<file path="src/rtl/dmaseq_pkg.sv">
package dmaseq_pkg;

  typedef enum logic [1:0] {
    TRIG_BUF    = 2'b00,
    TRIG_BLOCK  = 2'b01,
    TRIG_REPEAT = 2'b10,
    TRIG_LIST   = 2'b11
  } trig_e;

  typedef enum logic [2:0] {
    S_OFF, S_IDLE, S_RD, S_WR, S_ACK
  } chanState_e;

  // strobes from control to datapath
  typedef struct packed {
    logic load;      // latch configuration, load pointers and count
    logic launch;    // begin a unit, load buffer counter
    logic beat;      // one beat finished, advance pointers and counters
    logic reload;    // restore pointers and count after a block
    logic rdPhase;
    logic wrPhase;
    logic ackPhase;
  } ctrlStrobes_t;

  // configuration word field positions
  localparam int SRC_MODE_LSB = 0;
  localparam int DST_MODE_LSB = 2;
  localparam int SRC_SZ_LSB   = 8;
  localparam int DST_SZ_LSB   = 10;
  localparam int BUF_LEN_LSB  = 18;
  localparam int BUF_LEN_W    = 7;
  localparam int TRIG_LSB     = 28;

  function automatic logic [3:0] stepBytes(input logic [1:0] sz);
    return 4'd1 << sz;
  endfunction

endpackage

</file>
<file path="src/rtl/dmaseq_datapath.sv">
module dmaseq_datapath
  import dmaseq_pkg::*;
#(
  parameter int ADDR_W = 32,
  parameter int DATA_W = 64,
  parameter int CNT_W  = 16,
  parameter int ACK_W  = 32
) (
  input  logic              clk,
  input  logic              rstN,
  input  ctrlStrobes_t      stb,
  input  logic [31:0]       cfgWord,
  input  logic [CNT_W-1:0]  blockLen,
  input  logic [ADDR_W-1:0] srcBase,
  input  logic [ADDR_W-1:0] dstBase,
  input  logic [1:0]        prioIn,
  input  logic              swAckEn,
  input  logic [ADDR_W-1:0] ackAddr,
  input  logic [ACK_W-1:0]  ackData,
  input  logic [DATA_W-1:0] memRdData,
  output logic              memRdEn,
  output logic [ADDR_W-1:0] memRdAddr,
  output logic              memWrEn,
  output logic [ADDR_W-1:0] memWrAddr,
  output logic [DATA_W-1:0] memWrData,
  output logic              hwAck,
  output logic              blockDone,
  output logic [1:0]        prioOut,
  output logic              lastBeat,
  output logic              blkZero,
  output trig_e             trigMode
);
  localparam int BUF_W = BUF_LEN_W + 1;

  logic [1:0]        srcModeQ, dstModeQ, srcSzQ, dstSzQ;
  logic [BUF_LEN_W-1:0] bufLenM1Q;
  trig_e             trigQ;
  logic [CNT_W-1:0]  blkLenQ, blkCnt;
  logic [ADDR_W-1:0] srcBaseQ, dstBaseQ, ackAddrQ, srcPtr, dstPtr;
  logic [ACK_W-1:0]  ackDataQ;
  logic              swAckQ;
  logic [1:0]        prioQ;
  logic [BUF_W-1:0]  bufCnt;

  function automatic logic [ADDR_W-1:0] advance(input logic [ADDR_W-1:0] a,
                                                input logic [1:0] mode,
                                                input logic [1:0] sz);
    case (mode)
      2'b10:   return a + ADDR_W'(stepBytes(sz));
      2'b11:   return a - ADDR_W'(stepBytes(sz));
      default: return a;  // 00 fixed, 01 reserved acts as fixed
    endcase
  endfunction

  logic [CNT_W-1:0] dstStepC, blkDec;
  logic [BUF_W-1:0] dstStepB, bufDec;

  always_comb begin
    dstStepC = CNT_W'(stepBytes(dstSzQ));
    dstStepB = BUF_W'(stepBytes(dstSzQ));
    blkDec   = (blkCnt < dstStepC) ? blkCnt : dstStepC;
    bufDec   = (bufCnt < dstStepB) ? bufCnt : dstStepB;
    lastBeat = (blkCnt <= dstStepC) || (trigQ == TRIG_BUF && bufCnt <= dstStepB);
  end

  always_ff @(posedge clk or negedge rstN) begin
    if (!rstN) begin
      srcModeQ <= '0; dstModeQ <= '0; srcSzQ <= '0; dstSzQ <= '0;
      bufLenM1Q <= '0; trigQ <= TRIG_BUF; blkLenQ <= '0; blkCnt <= '0;
      srcBaseQ <= '0; dstBaseQ <= '0; ackAddrQ <= '0; ackDataQ <= '0;
      swAckQ <= 1'b0; prioQ <= '0; srcPtr <= '0; dstPtr <= '0; bufCnt <= '0;
    end else if (stb.load) begin
      srcModeQ  <= cfgWord[SRC_MODE_LSB +: 2];
      dstModeQ  <= cfgWord[DST_MODE_LSB +: 2];
      srcSzQ    <= cfgWord[SRC_SZ_LSB +: 2];
      dstSzQ    <= cfgWord[DST_SZ_LSB +: 2];
      bufLenM1Q <= cfgWord[BUF_LEN_LSB +: BUF_LEN_W];
      trigQ     <= trig_e'(cfgWord[TRIG_LSB +: 2]);
      blkLenQ   <= blockLen;
      blkCnt    <= blockLen;
      srcBaseQ  <= srcBase;
      dstBaseQ  <= dstBase;
      srcPtr    <= srcBase;
      dstPtr    <= dstBase;
      ackAddrQ  <= ackAddr;
      ackDataQ  <= ackData;
      swAckQ    <= swAckEn;
      prioQ     <= prioIn;
      bufCnt    <= '0;
    end else begin
      if (stb.launch) bufCnt <= BUF_W'(bufLenM1Q) + BUF_W'(1);
      if (stb.beat) begin
        srcPtr <= advance(srcPtr, srcModeQ, srcSzQ);
        dstPtr <= advance(dstPtr, dstModeQ, dstSzQ);
        blkCnt <= blkCnt - blkDec;
        bufCnt <= bufCnt - bufDec;
      end
      if (stb.reload) begin
        srcPtr <= srcBaseQ;
        dstPtr <= dstBaseQ;
        blkCnt <= blkLenQ;
      end
    end
  end

  assign blkZero   = (blkCnt == '0);
  assign trigMode  = trigQ;
  assign prioOut   = prioQ;
  assign memRdEn   = stb.rdPhase;
  assign memRdAddr = srcPtr;
  assign memWrEn   = stb.wrPhase | (stb.ackPhase & swAckQ);
  assign memWrAddr = stb.ackPhase ? ackAddrQ : dstPtr;
  assign memWrData = stb.ackPhase ? DATA_W'(ackDataQ) : memRdData;
  assign hwAck     = stb.ackPhase & ~swAckQ;
  assign blockDone = stb.ackPhase & blkZero;

endmodule

</file>
<file path="src/rtl/dmaseq_ctrl.sv">
module dmaseq_ctrl
  import dmaseq_pkg::*;
(
  input  logic         clk,
  input  logic         rstN,
  input  logic         start,
  input  logic         req,
  input  logic         lastBeat,
  input  logic         blkZero,
  input  trig_e        trigMode,
  output ctrlStrobes_t stb
);
  chanState_e state, nxt;
  logic       pending;

  always_comb begin
    nxt = state;
    stb = '0;
    case (state)
      S_OFF: nxt = S_OFF;
      S_IDLE: if (req || pending) begin
        stb.launch = 1'b1;
        nxt = S_RD;
      end
      S_RD: begin
        stb.rdPhase = 1'b1;
        nxt = S_WR;
      end
      S_WR: begin
        stb.wrPhase = 1'b1;
        stb.beat    = 1'b1;
        nxt = lastBeat ? S_ACK : S_RD;
      end
      S_ACK: begin
        stb.ackPhase = 1'b1;
        if (!blkZero) nxt = S_IDLE;
        else if (trigMode == TRIG_REPEAT || trigMode == TRIG_LIST) begin
          stb.reload = 1'b1;
          nxt = S_IDLE;
        end else nxt = S_OFF;
      end
      default: nxt = S_OFF;
    endcase
    if (start) begin
      stb.load   = 1'b1;
      stb.launch = 1'b0;
      stb.beat   = 1'b0;
      stb.reload = 1'b0;
      nxt = S_IDLE;
    end
  end

  always_ff @(posedge clk or negedge rstN) begin
    if (!rstN) begin
      state   <= S_OFF;
      pending <= 1'b0;
    end else begin
      state <= nxt;
      if (start || stb.launch) pending <= 1'b0;
      else if (req && (state == S_RD || state == S_WR || state == S_ACK)) pending <= 1'b1;
    end
  end

endmodule

</file>
<file path="src/rtl/dma_chan_seq.sv">
module dma_chan_seq
  import dmaseq_pkg::*;
#(
  parameter int ADDR_W = 32,
  parameter int DATA_W = 64,
  parameter int CNT_W  = 16,
  parameter int ACK_W  = 32
) (
  input  logic              clk,
  input  logic              rstN,
  input  logic              start,
  input  logic              req,
  input  logic [31:0]       cfgWord,
  input  logic [CNT_W-1:0]  blockLen,
  input  logic [ADDR_W-1:0] srcBase,
  input  logic [ADDR_W-1:0] dstBase,
  input  logic [1:0]        prioIn,
  input  logic              swAckEn,
  input  logic [ADDR_W-1:0] ackAddr,
  input  logic [ACK_W-1:0]  ackData,
  output logic              memRdEn,
  output logic [ADDR_W-1:0] memRdAddr,
  input  logic [DATA_W-1:0] memRdData,
  output logic              memWrEn,
  output logic [ADDR_W-1:0] memWrAddr,
  output logic [DATA_W-1:0] memWrData,
  output logic              hwAck,
  output logic              blockDone,
  output logic [1:0]        prioOut
);
  ctrlStrobes_t stb;
  logic         lastBeat, blkZero;
  trig_e        trigMode;

  dmaseq_ctrl u_ctrl (
    .clk(clk), .rstN(rstN), .start(start), .req(req),
    .lastBeat(lastBeat), .blkZero(blkZero), .trigMode(trigMode), .stb(stb)
  );

  dmaseq_datapath #(.ADDR_W(ADDR_W), .DATA_W(DATA_W), .CNT_W(CNT_W), .ACK_W(ACK_W)) u_dp (
    .clk(clk), .rstN(rstN), .stb(stb), .cfgWord(cfgWord), .blockLen(blockLen),
    .srcBase(srcBase), .dstBase(dstBase), .prioIn(prioIn), .swAckEn(swAckEn),
    .ackAddr(ackAddr), .ackData(ackData), .memRdData(memRdData),
    .memRdEn(memRdEn), .memRdAddr(memRdAddr), .memWrEn(memWrEn),
    .memWrAddr(memWrAddr), .memWrData(memWrData), .hwAck(hwAck),
    .blockDone(blockDone), .prioOut(prioOut), .lastBeat(lastBeat),
    .blkZero(blkZero), .trigMode(trigMode)
  );

endmodule

</file>
<file path="config.mk">
export PLATFORM = sky130hd
export DESIGN_NAME = dma_chan_seq
export DESIGN_NICKNAME = d
export VERILOG_FILES = /design/src/rtl/dmaseq_pkg.sv /design/src/rtl/dmaseq_datapath.sv /design/src/rtl/dmaseq_ctrl.sv /design/src/rtl/dma_chan_seq.sv
export SDC_FILE = /design/constraint.sdc
export NUM_CORES = 1
export LEC_CHECK = 0
export CAP_MARGIN = 5
export CORE_MARGIN = 10
export CORE_UTILIZATION = 55
export CTS_BUF_LIST = sky130_fd_sc_hd__clkbuf_8
export DETAILED_ROUTE_END_ITERATION = 16
export DONT_BUFFER_PORTS = 1
export MAX_ROUTING_LAYER = met4
export PLACE_DENSITY = 0.81
export SLEW_MARGIN = 20
export SYNTH_ARGS = -nofsm -noshare
export SYNTH_HDL_FRONTEND = slang
export SYNTH_SLANG_ARGS = --single-unit
</file>
<file path="constraint.sdc">
create_clock -name clk -period 5.56 [get_ports clk]
set_input_delay 0.834 -clock clk [delete_from_list [all_inputs] [get_ports clk]]
set_output_delay 0.834 -clock clk [all_outputs]
set_load 0.03 [all_outputs]
</file>
==> summary.md, run 1 <==
| Metric | Value |
|---|---|
| DR vias | roughly 13000 |
| R2R cell count | 20 |
| Final setup skew | between 0.02 and 0.025 ns |
| Final hold vios | 0 |
| DR WL/cell | ~23 microns |
| Crit path capture | u_dp.blkCnt[14]$_DFFE_PN0P_ |
| Critical Setup Path Class | register to register |
| Post-synth EDFFs | 0 |
| Clock Tree Buf Depth | 3 |
| Post-DP HPWL | 35100 microns |
| Maximum vdd ir drop | between 0.2 and 0.25 mV |
| Pleak | 7.64 nW |
| CTS Root Cell | clkbuf_8 |
| Status | finished, final reports clean |
| First-pass GRT wire length | around 75000 microns |
| GPL Wtd Cong | between 0.9 and 1 |
| Share of the synthesized area in the top cell type | 0.397 |
| CTS tree | yes |
| Max_cap viols | 0 |
| Total grt overflow | 0 |
| GRT Resource Usage Total | 0.263 |
| Area occupied by multi-input gates | 9160 sq um |
| Syn avg cell area | roughly 9.5 sq um |
| Crit. End Element | register |
| Top-Level Pins | 381 |
| Area Overhead vs Synth | 8.00% |
| Die Y-Extent | roughly 190 microns |
| CP Depth | 20 |
| DP Cell Count | 2006 |
| Startpoint types | register |
| DRT Pass-1 Iters | 5 |
| CTS resizes | 0 |
| Relative max-transition margin | 0.303 |
| Drt drc | 0 |
| Setup TNS | 0 ns |
| Hold crit path type | input pin to async pin |
| P per Cell Area | just under 400 nW/um^2 |
| Fmax achieved | approximately 0.21 GHz |
| Yosys warning count | 0 |
| CTS sink cnt | around 260 |
| Fill cells | 2383 |
| Storage cell area | ~6400 sq um |
| Sequential area share after synthesis | 0.397 |
| Top_reg_cell synth | dfrtp_1 |
| Area of the mapped netlist | 16200 sq um |
| Post-route ant nets | 0 |
| Crit path max fanout | 5 |
| Core area | about 29000 sq um |
| Unrepaired setup endpoints after global routing | no |
| Flop2flop setup slack | 0.83 ns |
| Slew Limit Fails | 0 |
| Slowest cell on crit path | nor3_1 |
| Post-Synthesis Net Count | a little over 2000 |
| Final Net Count | between 2000 and 2500 |
| Layout cell share with drive strength beyond 1 | 0.179 |
| Post-layout min period | between 4 and 5 ns |
| R2r startpoint | u_dp.dstSzQ[0]$_DFFE_PN0P_ |
| PortBufs | 0 |
| Final setup viols | 0 |
| Clock transition at path regs | ~0.060 ns |
| CP required | approximately 6.0 ns |
| Leading post-synthesis cells by cell area | dfrtp_1 (40%), mux2_2 (13%), ha_1 (6.2%) |
| H-tree depth | 2 |
| Async SR Flop Fraction | 1.00 |
| Fin cells | about 2100 |
| Synth Register Bits | 256 |
| Avg Vias per Cell | 6.27 |
| Routed wire length | 48400 microns |
| Cell type with the largest total area after synthesis | dfrtp_1 |
| Final worst-path cycle share | 0.851 |
| Syn Inst Count | ~1700 |
| Std-Cell Rows | between 60 and 70 |
| Clock Latency Late Sink | approximately 0.55 ns |
| Worst Path Buf+Inv | 2 |
| Worst EP arrival | a little over 5 ns |
| Worst path cell trace | nor2b_1 -> inv_1 -> ha_1 -> nor2b_1 -> o21ai_0 -> nand2b_1 -> a211oi_1 -> mux2_2 -> ha_1 -> inv_1 -> fa_1 -> a21o_1 -> a21oi_1 -> nand2_1 -> nor3_1 -> nand3_1 -> nor4_1 -> xor2_1 -> a211oi_1 -> a21oi_1 |
| CP startpoint | u_dp.dstSzQ[0]$_DFFE_PN0P_ |
| Cell variety after synth | 79 |
| TritonCTS buffer count | 45 |
| Reg2reg end | u_dp.blkCnt[14]$_DFFE_PN0P_ |
| Vias in the first global route | between 10000 and 15000 |
| Slowest stage delay, CP | between 0.4 and 0.5 ns |
| DRT iter0 DRCs | slightly below 1000 |
| Die ar. | between 30000 and 40000 sq um |
| Worst-margin pin slew | 1.05 ns |
| Die X | approximately 190 microns |
| Largest net degree at the start of global routing | 272 |
| Initial antenna violation count | 7 |
| Crit-path leading delay family | simple AND/OR/NAND/NOR gates |
| Initial core utilization | 0.560 |
[cells in the mapped netlist (all sizes together), types with 30 or more instances]
master  count
mux2      193
dfrtp     256
nand2     165
nor2      105
xnor2      30
ha         80
a21o       38
nor2b      49
inv        66
a21oi     127
clkbuf     74
o21ai     140
[cell type report]
type,instances,area share
diodes,5,0.000717
clock buffers,57,0.0450
clock inverters,24,0.0106
inverters,66,0.0142
multi-input cells,1285,0.525
flip-flops and latches,256,0.367
well taps,384,0.0275
repair buffers,17,0.00961
[cell families after synthesis]
group,Yosys count,share of synthesized area
multiplexers,204,0.141
XOR/XNOR,59,0.0320
flip-flops,256,0.397
adder cells (fa/ha/maj),84,0.0669
AO/OA/AOI/OAI,490,0.195
buffers and inverters,156,0.0370
AND/OR/NAND/NOR,448,0.131
[flip-flops by register name (all words and copies together), names as in the netlist, 3 cells and up]
signal and count:
u_dp.ackAddrQ 32, u_dp.ackDataQ 32, u_dp.dstBaseQ 32, u_dp.dstPtr 32
u_dp.memRdAddr 32, u_dp.srcBaseQ 32, u_dp.blkCnt 16, u_dp.blkLenQ 16
u_dp.bufCnt 8, u_dp.bufLenM1Q 7, u_ctrl.state 3
[routing by layer]
metal / vias to the layer above / GRT usage / share of wire
met5: - / - / 0
met1: 6445 / 0.333 / 0.43
met4: 0 / 0.0649 / 0.020
met3: 72 / 0.0603 / 0.079
li1: 6113 / - / -
met2: 501 / 0.420 / 0.48
[metrics by stage]
step                worst slack, ns  power (W)   util  hold slack, ns  cell area (sq um)
floorplan                      1.19    0.00439      -           0.431              16200
global placement               1.10    0.00478  0.569           0.443              16400
detailed placement            0.918    0.00487  0.569           0.453              16400
CTS                           0.873    0.00676  0.602         -0.0318              17400
global route                  0.436    0.00721  0.604           0.279              17400
finish                        0.828    0.00679  0.604           0.218              17400
[placed cells by master, fill, tap and decap left out, types with 5 or more instances in the layout]
cell | Yosys | layout
nand2_1 | 164 | 164
a31oi_1 | 25 | 25
nor2_1 | 105 | 103
diode_2 | 0 | 5
ha_1 | 80 | 80
o22ai_1 | 9 | 9
xnor2_1 | 30 | 30
o211ai_1 | 26 | 26
o21bai_1 | 14 | 14
nand3_1 | 25 | 25
inv_1 | 66 | 76
nand4_1 | 13 | 13
a22oi_1 | 7 | 7
nor3b_1 | 8 | 7
clkbuf_8 | 0 | 57
buf_4 | 1 | 15
o21a_1 | 12 | 12
a211oi_1 | 17 | 17
xor2_1 | 29 | 29
or3_1 | 7 | 7
and2_1 | 10 | 9
mux2i_1 | 11 | 11
nor2b_1 | 49 | 49
and3_1 | 8 | 8
o21ai_0 | 131 | 131
mux2_2 | 193 | 193
nor3_1 | 27 | 27
o221ai_1 | 10 | 10
nor4_1 | 6 | 6
a21oi_1 | 125 | 125
o21ai_1 | 9 | 9
a22o_1 | 5 | 5
o31ai_1 | 5 | 5
dfrtp_1 | 256 | 256
nand2b_1 | 10 | 10
clkinv_2 | 0 | 9
a21o_1 | 38 | 38
[worst min path at each step]
stage	depth (start not counted)	slack [ns]	start	to
6_report	1	0.22	rstN	u_dp.dstBaseQ[9]$_DFFE_PN0P_
3_5_place_dp	2	0.45	u_dp.dstBaseQ[8]$_DFFE_PN0P_	u_dp.dstBaseQ[8]$_DFFE_PN0P_
4_1_cts	0	-0.03	rstN	u_dp.srcBaseQ[10]$_DFFE_PN0P_
2_1_floorplan	2	0.43	u_dp.dstBaseQ[8]$_DFFE_PN0P_	u_dp.dstBaseQ[8]$_DFFE_PN0P_
3_3_place_gp	2	0.44	u_dp.dstBaseQ[8]$_DFFE_PN0P_	u_dp.dstBaseQ[8]$_DFFE_PN0P_
5_1_grt	1	0.28	rstN	u_dp.srcBaseQ[4]$_DFFE_PN0P_
[power by group]
| group | internal (W) | switching [W] | total [W] |
|---|---|---|---|
| Combinational | 0.000976 | 0.00143 | 0.00240 |
| Clock | 0.00106 | 0.000804 | 0.00187 |
| Sequential | 0.00213 | 0.000390 | 0.00252 |
| Total | 0.00417 | 0.00262 | 0.00679 |
[what timing repair did]
item	4_1_cts	5_1_grt
endpoints found under the hold margin	256	124
setup buffers	0	0
setup endpoints to repair	0	0
Note: power is estimated with default switching activity, not from simulation.
==> run 2: changes to the inputs <==
==> constraint.sdc (replaced) <==
create_clock -name clk -period 5.56 [get_ports clk]
set_input_delay 1.39 -clock clk [delete_from_list [all_inputs] [get_ports clk]]
set_output_delay 1.39 -clock clk [all_outputs]
set_load 0.03 [all_outputs]
==> run 2 against run 1 <==
  * Clock skew down 0.0052 ns
  * Die area is the same
  * Design area decreased by 0.77%
  * First-iteration DRC count grew 0.71%
  * Largest cell class unchanged
  * Utilization down 0.47 points
  * Critical path type unchanged
  * Worst hold slack improved by 0.25 ns
==> summary.md, run 2 (synthesis gave the netlist of run 1 again) <==
| Metric | Value |
|---|---|
| Startpoint types | register |
| Post-CTS setup buffers | 0 |
| DRT Pass-1 Iters | 5 |
| Fin cells | about 2100 |
| Slowest cell on crit path | nor3_1 |
| Fill cells | approximately 2500 |
| CTS sink cnt | about 260 |
| Max_cap viols | 0 |
| Most common cell after layout, fill and taps aside | dfrtp_1 |
| DR WL/cell | about 23 microns |
| DR vias | between 10000 and 15000 |
| Maximum vdd ir drop | around 0.2 mV |
| Final Net Count | about 2000 |
| Clock Tree Buf Depth | 3 |
| Clock transition at path regs | roughly 0.06 ns |
| Fmax achieved | between 0.2 and 0.25 GHz |
| DP Cell Count | ~2000 |
| Post-route ant nets | 0 |
| R2r startpoint | u_dp.dstSzQ[1]$_DFFE_PN0P_ |
| Drt drc | 0 |
| Die Y-Extent | ~190 microns |
| Worst EP arrival | 5.13 ns |
| Vias in the first global route | between 10000 and 15000 |
| Final setup viols | 0 |
| Avg Vias per Cell | between 6 and 7 |
| Relative max-transition margin | 0.346 |
| First-pass GRT wire length | between 70000 and 80000 microns |
| Routed wire length | a little under 50000 microns |
| GRT Resource Usage Total | 0.261 |
| Std-Cell Rows | between 60 and 70 |
| Layout cell share with drive strength beyond 1 | 0.172 |
| Area Overhead vs Synth | 7.17% |
| Final setup skew | between 0.015 and 0.02 ns |
| Post-DP HPWL | between 30000 and 40000 microns |
| Finished Core Util | 0.600 |
| Worst path cell trace | nor2b_1 -> inv_1 -> ha_1 -> nor2b_1 -> o21ai_0 -> nand2b_1 -> a211oi_1 -> buf_4 -> mux2_2 -> ha_1 -> inv_1 -> fa_1 -> a21o_1 -> a21oi_1 -> nand2_1 -> nor3_1 -> nand3_1 -> nor4_1 -> xor2_1 -> a211oi_1 -> a21oi_1 |
| Min-delay src | u_dp.dstBaseQ[8]$_DFFE_PN0P_ |
| GPL Wtd Cong | between 0.9 and 1 |
| Overall power | ~0.0066 W |
| Die X | approximately 190 microns |
| Initial antenna violation count | 8 |
| Slew Limit Fails | 0 |
| Final hold vios | 0 |
| TritonCTS buffer count | 43 |
| Largest net degree at the start of global routing | between 200 and 300 |
| Storage cell area | approximately 6400 sq um |
| P per Cell Area | 383 nW/um^2 |
| Initial core utilization | 0.560 |
| Status | finished, final reports clean |
| Hold buffers post-CTS | 0 |
| Clock Latency Late Sink | between 0.5 and 0.6 ns |
| Pleak | around 7.6 nW |
| Critical Setup Path Class | register to register |
| Post-layout min period | 4.70 ns |
| Most frequent cells in the layout | dfrtp_1 (256), mux2_2 (193), nand2_1 (164) |
| Placed Area | 16400 sq um |
| Hold crit path type | register to register |
| Top-Level Pins | ~380 |
| Unrepaired setup endpoints after global routing | no |
| PortBufs | 0 |
| Setup TNS | 0 ns |
| Worst-margin pin slew | 0.971 ns |
| Crit. End Element | register |
| Crit path max fanout | 6 |
| Total grt overflow | 0 |
| CTS tree | yes |
| H-tree depth | 2 |
| Slowest stage delay, CP | 0.49 ns |
| Area occupied by multi-input gates | 9160 sq um |
| CP startpoint | u_dp.dstSzQ[1]$_DFFE_PN0P_ |
| CTS Root Cell | clkbuf_8 |
| DRT iter0 DRCs | 996 |
| Core area | 28900 sq um |
| Final worst-path cycle share | 0.846 |
| Die ar. | ~37000 sq um |
| CTS resizes | 0 |
| Post-route cell area | about 17000 sq um |
| CP required | around 6 ns |
## run 2: changes by cell type in the layout (fill, tap and decap cells not counted), sizes merged
cell	previous run	this run
buf	17	12
clkinv	9	4
inv	78	83
clkbuf	57	54
bufinv	3	2
clkinvlp	0	1
## run 2: where the power goes
part	internal [W]	switching [W]	total, W
Clock	0.000968	0.000781	0.00175
Combinational	0.000972	0.00139	0.00236
Sequential	0.00213	0.000389	0.00252
## run 2: layer usage
metal	vias up	share of wire	wire length (microns)	GRT usage
li1	6086	-	-	-
met1	6486	0.42	20200	0.326
met2	546	0.48	23000	0.421
met3	84	0.079	3810	0.0590
met4	0	0.023	1120	0.0661
met5	-	0	0	-
## run 2: cell type report
cell class / count / share of cell area
clock buffer: 54 / 0.0429
timing repair buffer: 12 / 0.00593
inverter: 66 / 0.0143
clock inverter: 24 / 0.00904
multi-input combinational: 1285 / 0.529
tap: 384 / 0.0278
sequential: 256 / 0.370
antenna: 5 / 0.000723
## run 2: critical path: cells and delay by family (launching register included)
family	cells	cell delay, ns
DFF	1	0.43
muxes	1	0.15
buffers and inverters	3	0.36
AOI/OAI and AO/OA	6	1.11
and+or+nand+nor	7	1.59
adders and majority gates	3	0.83
xor gates and xnor gates	1	0.11
## run 2: final timing paths
kind	end	slack [ns]	cells past startpoint
setup / recovery	u_dp.blkCnt[14]$_DFFE_PN0P_	0.86	21
hold reg to reg	u_dp.dstBaseQ[8]$_DFFE_PN0P_	0.47	2
setup reg to reg	u_dp.blkCnt[14]$_DFFE_PN0P_	0.86	21
min in group asynchronous	u_dp.ackAddrQ[6]$_DFFE_PN0P_	0.56	0
hold / removal	u_dp.dstBaseQ[8]$_DFFE_PN0P_	0.47	2
max in group asynchronous	u_dp.ackDataQ[25]$_DFFE_PN0P_	4.53	0
## run 2: through the flow
| stage | setup WS, ns | hold WS, ns |
|---|---|---|
| floorplan | 1.19 | 0.431 |
| global placement | 1.01 | 0.443 |
| detailed placement | 0.915 | 0.459 |
| CTS | 0.896 | 0.472 |
| global route | 0.398 | 0.518 |
| finish | 0.856 | 0.472 |
